<file path="src/rtl/lock_pkg.sv">
package lock_pkg;

  localparam int unsigned N_COLOURS = 3;
  localparam int unsigned STATE_W   = 3;

  // index of each colour inside the packed colour-line vector
  localparam int unsigned IDX_RED   = 0;
  localparam int unsigned IDX_GREEN = 1;
  localparam int unsigned IDX_BLUE  = 2;

  typedef enum logic [1:0] {
    CL_RED   = 2'd0,
    CL_GREEN = 2'd1,
    CL_BLUE  = 2'd2,
    CL_BAD   = 2'd3
  } col_e;

  typedef enum logic [STATE_W-1:0] {
    LK_IDLE   = 3'd0,
    LK_ARMED  = 3'd1,
    LK_GOT_R1 = 3'd2,
    LK_GOT_B  = 3'd3,
    LK_GOT_G  = 3'd4,
    LK_OPEN   = 3'd5
  } lock_state_e;

  // colour that moves the lock on from a given step
  function automatic col_e want_colour(lock_state_e s);
    case (s)
      LK_ARMED:  want_colour = CL_RED;
      LK_GOT_R1: want_colour = CL_BLUE;
      LK_GOT_B:  want_colour = CL_GREEN;
      LK_GOT_G:  want_colour = CL_RED;
      default:   want_colour = CL_BAD;
    endcase
  endfunction

  // step reached after a correct press
  function automatic lock_state_e step_after(lock_state_e s);
    case (s)
      LK_ARMED:  step_after = LK_GOT_R1;
      LK_GOT_R1: step_after = LK_GOT_B;
      LK_GOT_B:  step_after = LK_GOT_G;
      LK_GOT_G:  step_after = LK_OPEN;
      default:   step_after = LK_IDLE;
    endcase
  endfunction

  function automatic logic in_code(lock_state_e s);
    in_code = (s == LK_ARMED) || (s == LK_GOT_R1) ||
              (s == LK_GOT_B) || (s == LK_GOT_G);
  endfunction

endpackage

</file>
<file path="src/rtl/lock_press_edge.sv">
module lock_press_edge (
  input  logic clk,
  input  logic rst_n,
  input  logic level_i,
  output logic press_o
);

  logic level_q;

  always_ff @(posedge clk or negedge rst_n) begin
    if (!rst_n) level_q <= 1'b0;
    else        level_q <= level_i;
  end

  assign press_o = level_i & ~level_q;

endmodule

</file>
<file path="src/rtl/lock_colour_decode.sv">
module lock_colour_decode
  import lock_pkg::*;
#(
  parameter int unsigned NC = N_COLOURS
) (
  input  logic [NC-1:0] lines_i,
  output col_e          colour_o
);

  localparam int unsigned CNT_W = $clog2(NC + 1);

  logic [CNT_W-1:0] high_cnt;

  always_comb begin
    high_cnt = '0;
    for (int i = 0; i < NC; i++) high_cnt = high_cnt + CNT_W'(lines_i[i]);
  end

  always_comb begin
    colour_o = CL_BAD;
    if (high_cnt == CNT_W'(1)) begin
      if (lines_i[IDX_RED])        colour_o = CL_RED;
      else if (lines_i[IDX_GREEN]) colour_o = CL_GREEN;
      else if (lines_i[IDX_BLUE])  colour_o = CL_BLUE;
    end
  end

endmodule

</file>
<file path="src/rtl/lock_seq_fsm.sv">
module lock_seq_fsm
  import lock_pkg::*;
(
  input  logic        clk,
  input  logic        rst_n,
  input  logic        start_i,
  input  logic        press_i,
  input  col_e        colour_i,
  output lock_state_e state_o
);

  lock_state_e state_q, state_d;

  always_comb begin
    state_d = state_q;
    case (state_q)
      LK_IDLE: if (start_i) state_d = LK_ARMED;
      LK_OPEN: state_d = LK_IDLE;
      LK_ARMED, LK_GOT_R1, LK_GOT_B, LK_GOT_G: begin
        if (press_i) begin
          if (colour_i == want_colour(state_q)) state_d = step_after(state_q);
          else                                  state_d = LK_IDLE;
        end
      end
      default: state_d = LK_IDLE;
    endcase
  end

  always_ff @(posedge clk or negedge rst_n) begin
    if (!rst_n) state_q <= LK_IDLE;
    else        state_q <= state_d;
  end

  assign state_o = state_q;

endmodule

</file>
<file path="src/rtl/colour_code_lock.sv">
module colour_code_lock
  import lock_pkg::*;
(
  input  logic clk,
  input  logic rst_n,
  input  logic start_i,
  input  logic any_press_i,
  input  logic red_i,
  input  logic green_i,
  input  logic blue_i,
  output logic unlock_o
);

  logic [N_COLOURS-1:0] lines;
  logic                 press_evt;
  col_e                 colour;
  lock_state_e          state;

  always_comb begin
    lines            = '0;
    lines[IDX_RED]   = red_i;
    lines[IDX_GREEN] = green_i;
    lines[IDX_BLUE]  = blue_i;
  end

  lock_press_edge u_edge (
    .clk     (clk),
    .rst_n   (rst_n),
    .level_i (any_press_i),
    .press_o (press_evt)
  );

  lock_colour_decode #(.NC(N_COLOURS)) u_decode (
    .lines_i  (lines),
    .colour_o (colour)
  );

  lock_seq_fsm u_fsm (
    .clk      (clk),
    .rst_n    (rst_n),
    .start_i  (start_i),
    .press_i  (press_evt),
    .colour_i (colour),
    .state_o  (state)
  );

  assign unlock_o = (state == LK_OPEN);

endmodule

</file>
<file path="config.mk">
export PLATFORM = sky130hd
export DESIGN_NAME = colour_code_lock
export DESIGN_NICKNAME = d
export VERILOG_FILES = /design/src/rtl/lock_pkg.sv /design/src/rtl/lock_press_edge.sv /design/src/rtl/lock_colour_decode.sv /design/src/rtl/lock_seq_fsm.sv /design/src/rtl/colour_code_lock.sv
export SDC_FILE = /design/constraint.sdc
export NUM_CORES = 1
export LEC_CHECK = 0
export BUFFER_PORTS_ARGS = -buffer_cell sky130_fd_sc_hd__clkbuf_2
export CAP_MARGIN = 20
export CELL_PAD_IN_SITES_DETAIL_PLACEMENT = 1
export CELL_PAD_IN_SITES_GLOBAL_PLACEMENT = 2
export CORE_AREA = 2 2 39 41
export CTS_CLUSTER_DIAMETER = 120
export DETAILED_ROUTE_END_ITERATION = 10
export DIE_AREA = 0 0 41 43
export PLACE_DENSITY = 0.68
export SYNTH_ARGS = -nofsm -noshare
export SYNTH_HDL_FRONTEND = slang
export SYNTH_SLANG_ARGS = --single-unit
</file>
<file path="constraint.sdc">
create_clock -name clk -period 1.5 [get_ports clk]
set_input_delay 0.3 -clock clk [delete_from_list [all_inputs] [get_ports clk]]
set_output_delay 0.3 -clock clk [all_outputs]
set_load 0.03 [all_outputs]
</file>
---- Word level (Yosys, flattened, before mapping) ----
Index checks and enable logic that the tools add are counted.
cells by class
  add/subtract/negate cells ............... 2
  equal/unequal tests ..................... 9
  muxes and demuxes ....................... 12
  bitwise logic cells ..................... 2
  reduce and logical (&&, ||, !) cells .... 4
operators by type and width
  cell                                                                    number
  3-bit case mux with 4 select lines                                      1
  2-bit two-way mux                                                       5
  3-bit two-way mux                                                       3
  3-bit by 2-bit equality test with 1-bit output (second input constant)  2
  3-bit equality test (second input constant)                             2
  2-bit case mux with 3 select lines                                      1
  3-bit case mux with 2 select lines                                      1
  2-bit inequality test (second input constant)                           2
  4-bit OR reduction                                                      1
  3-bit by 1-bit equality test with 1-bit output (second input constant)  1
  3-bit logical NOT                                                       1
  1-bit by 1-bit adder with 2-bit output                                  1
  2-bit by 1-bit adder with 2-bit output                                  1
  2-bit by 1-bit equality test with 1-bit output (second input constant)  1
  2-bit equality test                                                     1
  2-bit AND reduction                                                     1
  2-bit OR reduction                                                      1
  1-bit AND                                                               1
  1-bit two-way mux                                                       1
  1-bit inverter                                                          1
word-level totals
  register bits ........................... 4
  output and inout port bits .............. 1
  logic and storage cells ................. 31

---- Logic depth before layout (Yosys ltp) ----
  word-level depth ........................ 9
  gate-level depth with buffers ........... 4
  depth with buffers taken out ............ 4

---- Hierarchy ----
From an unflattened synthesis, not the netlist that was laid out.
second synthesis, totals
  cell total of the unflattened synthesis .. 34
  area, all modules ....................... 300.3 µm²
by module, submodules not included
  module              times used  cells an instance  area an instance (µm²)  sequential area each (µm²)
  lock_seq_fsm        1           23                 187.7                   75.1
  lock_colour_decode  1           8                  65.1                    0.0
  lock_press_edge     1           2                  38.8                    25.0
  colour_code_lock    1           1                  8.8                     0.0

---- Worst setup path after synthesis ----
OpenSTA, ideal clock, no wires.
  path type ............................... input-to-reg
  from .................................... input red_i
  to ...................................... register u_fsm.state_q[0], in the netlist u_fsm.state_o[0]
  setup time .............................. 0.134 ns
  arrival time ............................ 1.338 ns
  required time ........................... 1.366 ns
  slack ................................... 0.028 ns
  stages .................................. 4
  path buffers ............................ 0
  cells stage by stage .................... fa_1 > and3b_1 > a221oi_1 > a22oi_1
on the way
  cells in the longest elaborated chain, start to end .. 8
ends and longest elaborated chain
  element                                         line                      source
  from (decl)                                     colour_code_lock.sv:8     input logic red_i,
  1-bit by 1-bit adder with 2-bit output          lock_colour_decode.sv:16  for (int i = 0; i < NC; i++) high_cnt = high_cnt + CNT_W'(lines_i[i]);
  2-bit by 1-bit adder with 2-bit output          lock_colour_decode.sv:16
  2-bit by 1-bit equality test with 1-bit output  lock_colour_decode.sv:21  if (high_cnt == CNT_W'(1)) begin
  2-bit two-way mux *                             lock_colour_decode.sv:21
  2-bit equality test *                           lock_seq_fsm.sv:21        if (colour_i == want_colour(state_q)) state_d = step_after(state_q);
  3-bit two-way mux *                             lock_seq_fsm.sv:21
  3-bit two-way mux *                             lock_seq_fsm.sv:20        if (press_i) begin
  3-bit case mux with 2 select lines *            lock_seq_fsm.sv:16        case (state_q)
  to (signal assigned)                            lock_seq_fsm.sv:31        else state_q <= state_d;
  to (decl)                                       lock_seq_fsm.sv:12        lock_state_e state_q, state_d;
Mark *: on every way between the ends. The rest lies on a longest branch, timed or not. The select of a mux whose other input is x is not followed.
A chain may end at the register's enable or synchronous reset.

---- Final worst setup path ----
  from .................................... input red_i
  to ...................................... register u_fsm.state_q[2], in the netlist u_fsm.state_o[2]
Same word-level chain as after synthesis.

==> metrics.md <==
| Metric | Value |
|---|---|
| Status | `finished, final reports clean` |
| Type of element capturing the critical path | `flop` |
| Worst hold path endpoint | `u_edge.level_q` |
| CTS max path bufs | `2` |
| Synth area leaders | `dfrtp_1 36%, nor4b_4 8.6%, fa_1 7.2%, a22oi_1 5.4%, nand2_1 4.1%` |
| TritonRoute pass-1 iters | `3` |
| Htree depth | `1` |
| Final Cell Area | `418 um^2` |
| HP Class | `input pin to flop` |
| Sequential-to-total area share from yosys stat | `36.2%` |
| Post-Synthesis Cells | `26` |
| Worst flop-to-flop path startpoint | `u_fsm.state_o[2]` |
| Top cell type's share of synthesized area | `36.2%` |
| R2R cell count | `4` |
| Worst hold path cell count | `1` |
| Syn_nets | `34` |
| Iter 0 DRT Violations | `2` |
| WS Path Type | `input pin to flop` |
| Slew HR | `82.4%` |
| PD cells | `794 nW/um^2` |
| Fin crit period | `1.45 ns` |
| Total power | `0.000332 W` |
| Synth warn | `0` |
| Final WL | `721 um` |
| # diodes | `0` |
| #FFs+latches synth | `4` |
| Remaining Overflow, GRT | `0` |
| I/O Pins | `8` |
| Worst Path Required | `1.61 ns` |
| Die height | `43 um` |
| P&R area growth vs syn | `51.1%` |
| Commonest non-fill, non-tap cells in the layout | `7 x clkbuf_2, 6 x buf_4, 3 x nand2_1, 3 x clkbuf_4, 3 x dfrtp_1` |
| Mapped cell area | `277 um^2` |
| Nets@finish | `53` |
| CP startpoint kind | `input pin` |
| Area leader, netlist | `dfrtp_1` |
| IO buf count | `7` |
| Hold path start | `any_press_i` |
| Die width | `41 um` |
| Placer Congestion | `0.743` |
| Max_cap viols | `0` |
| Die area | `1760 um^2` |
| Fin crit share | `96.9%` |
| DRT antenna net count | `0` |
| GRT Total Usage | `8.87%` |
| CTS root buf | `clkbuf_4` |
| Worst Skew | `0.000886 ns` |
| FP Rows | `14` |
| Vias | `276` |
| First-pass GRT wire length | `1.05 mm` |
| Share of layout cells above drive strength 1 | `44.2%` |
| Worst-path clk slew | `0.04 ns` |
| CTS tree | `built` |
| Wire per inst | `12.2 um` |
| Crit path max fanout | `2` |
| VDD IR max | `0.000344 V` |
| R2r setup slk | `0.15 ns` |
| Placed instance area | `362 um^2` |
| Worst-Margin Slew | `0.264 ns` |
| Clock latency on the worst-skew pair | `0.23 ns` |
| Vias in the first global route | `268` |
| Dpl cells | `53` |
| Clock Sinks | `4` |
| Drc violations | `0` |
| Final Non-Filler Cells | `59` |
| Largest net degree at the start of global routing | `9` |
| Mean Syn Cell Area | `10.6 um^2` |
| HPWL Detailed | `552 um` |
| Worst Path Arrival | `1.57 ns` |
| Leak | `0.186 nW` |
| Max Slew Vio Count | `0` |
| Commonest non-fill, non-tap cell in the layout | `clkbuf_2` |
| Final Hold Vio Count | `0` |
| Starting Density | `20.0%` |
| Final WS setup | `0.0469 ns` |
| Vias per std cell | `4.68` |
| FMAX | `688 MHz` |
| CTS buffer count | `3` |
| Core area | `1380 um^2` |
| Final core occ | `30.2%` |
| Fill cell total of the finished layout | `165` |
| Initial antenna violation count | `0` |
| Post-synthesis cell type count | `20` |
| Post-Place Setup Slack | `-0.178 ns` |
| R2r endpoint | `u_fsm.state_o[2]` |
| Setup-failing EPs final | `0` |
-- sequential cells by signal (all words and copies together), names as in the netlist --
name	cells
u_fsm.state_o	3
u_edge.level_q	1
-- final cells by class --
| cell class | instances | area [um^2] | share of cell area (%) |
|---|---|---|---|
| timing repair buffer | 14 | 90.1 | 21.6 |
| tap | 16 | 20.0 | 4.79 |
| clock buffer | 3 | 22.5 | 5.39 |
| sequential | 4 | 101 | 24.3 |
| inverter | 1 | 3.75 | 0.898 |
| multi-input combinational | 21 | 180 | 43.1 |
-- layer usage --
| layer | GRT usage, % | up-vias | wire [um] |
|---|---|---|---|
| met5 | 0 | - | 0 |
| met4 | 6.00 | 0 | 0 |
| met3 | 1.57 | 0 | 29 |
| met2 | 14.4 | 6 | 405 |
| met1 | 9.77 | 135 | 286 |
| li1 | - | 135 | - |
-- cells in the mapped netlist (all sizes together) --
master	count
a21o	1
a221oi	1
a22oi	2
and2	1
and3b	1
dfrtp	4
fa	1
inv	1
nand2	3
nand2b	1
nand3	1
nand4b	1
nor2b	1
nor3b	1
nor4b	1
nor4bb	1
o21ai	1
o22ai	1
o32ai	1
or2b	1
-- critical path, stage by stage --
cell and delay (ns):
clkbuf_2 0.10, fa_1 0.55, nor4b_4 0.22, nand2_1 0.08
o32ai_1 0.31
-- cell families (layout without fill, tap and decap cells) --
group / Yosys count / in the layout / synth area share, %
simple gates: 13 / 13 / 36.7
compound gates: 7 / 7 / 18.6
flops: 4 / 4 / 36.2
fa+ha+maj: 1 / 1 / 7.24
buf+inv: 1 / 18 / 1.36
-- repair_timing --
| item | CTS | global route |
|---|---|---|
| gates resized for setup | 2 | 1 |
| pin swaps | 0 | 0 |
| setup buffers | 0 | 2 |
| endpoints found under the setup margin | 1 | 1 |
| hold buffers | 1 | 0 |
| hold endpoints to repair | 4 | 0 |
-- stage by stage --
step	TNS [ns]	hold slack, ns
final	0	0.200
after global routing	-0.0599	0.199
after CTS	0	0.193
after detailed placement	-0.470	0.112
after global placement	-0.403	0.108
after floorplan	0	0.00441
-- worst max-delay path by stage --
stage / from / endpoint / slack [ns]
after floorplan: red_i / u_fsm.state_o[0] / 0.03
after global placement: red_i / u_fsm.state_o[0] / -0.16
after detailed placement: red_i / u_fsm.state_o[0] / -0.18
after CTS: u_fsm.state_o[2] / unlock_o / 0.005
after global routing: red_i / u_fsm.state_o[2] / -0.06
final: red_i / u_fsm.state_o[2] / 0.05
-- report_power, final --
group | total, W | internal, W | switching, W
combinational | 0.0000717 | 0.0000414 | 0.0000303
clock | 0.000131 | 0.0000893 | 0.0000413
sequential | 0.000130 | 0.000117 | 0.0000127
total | 0.000332 | 0.000248 | 0.0000843
No activity file was read; power rests on OpenSTA's default activity.
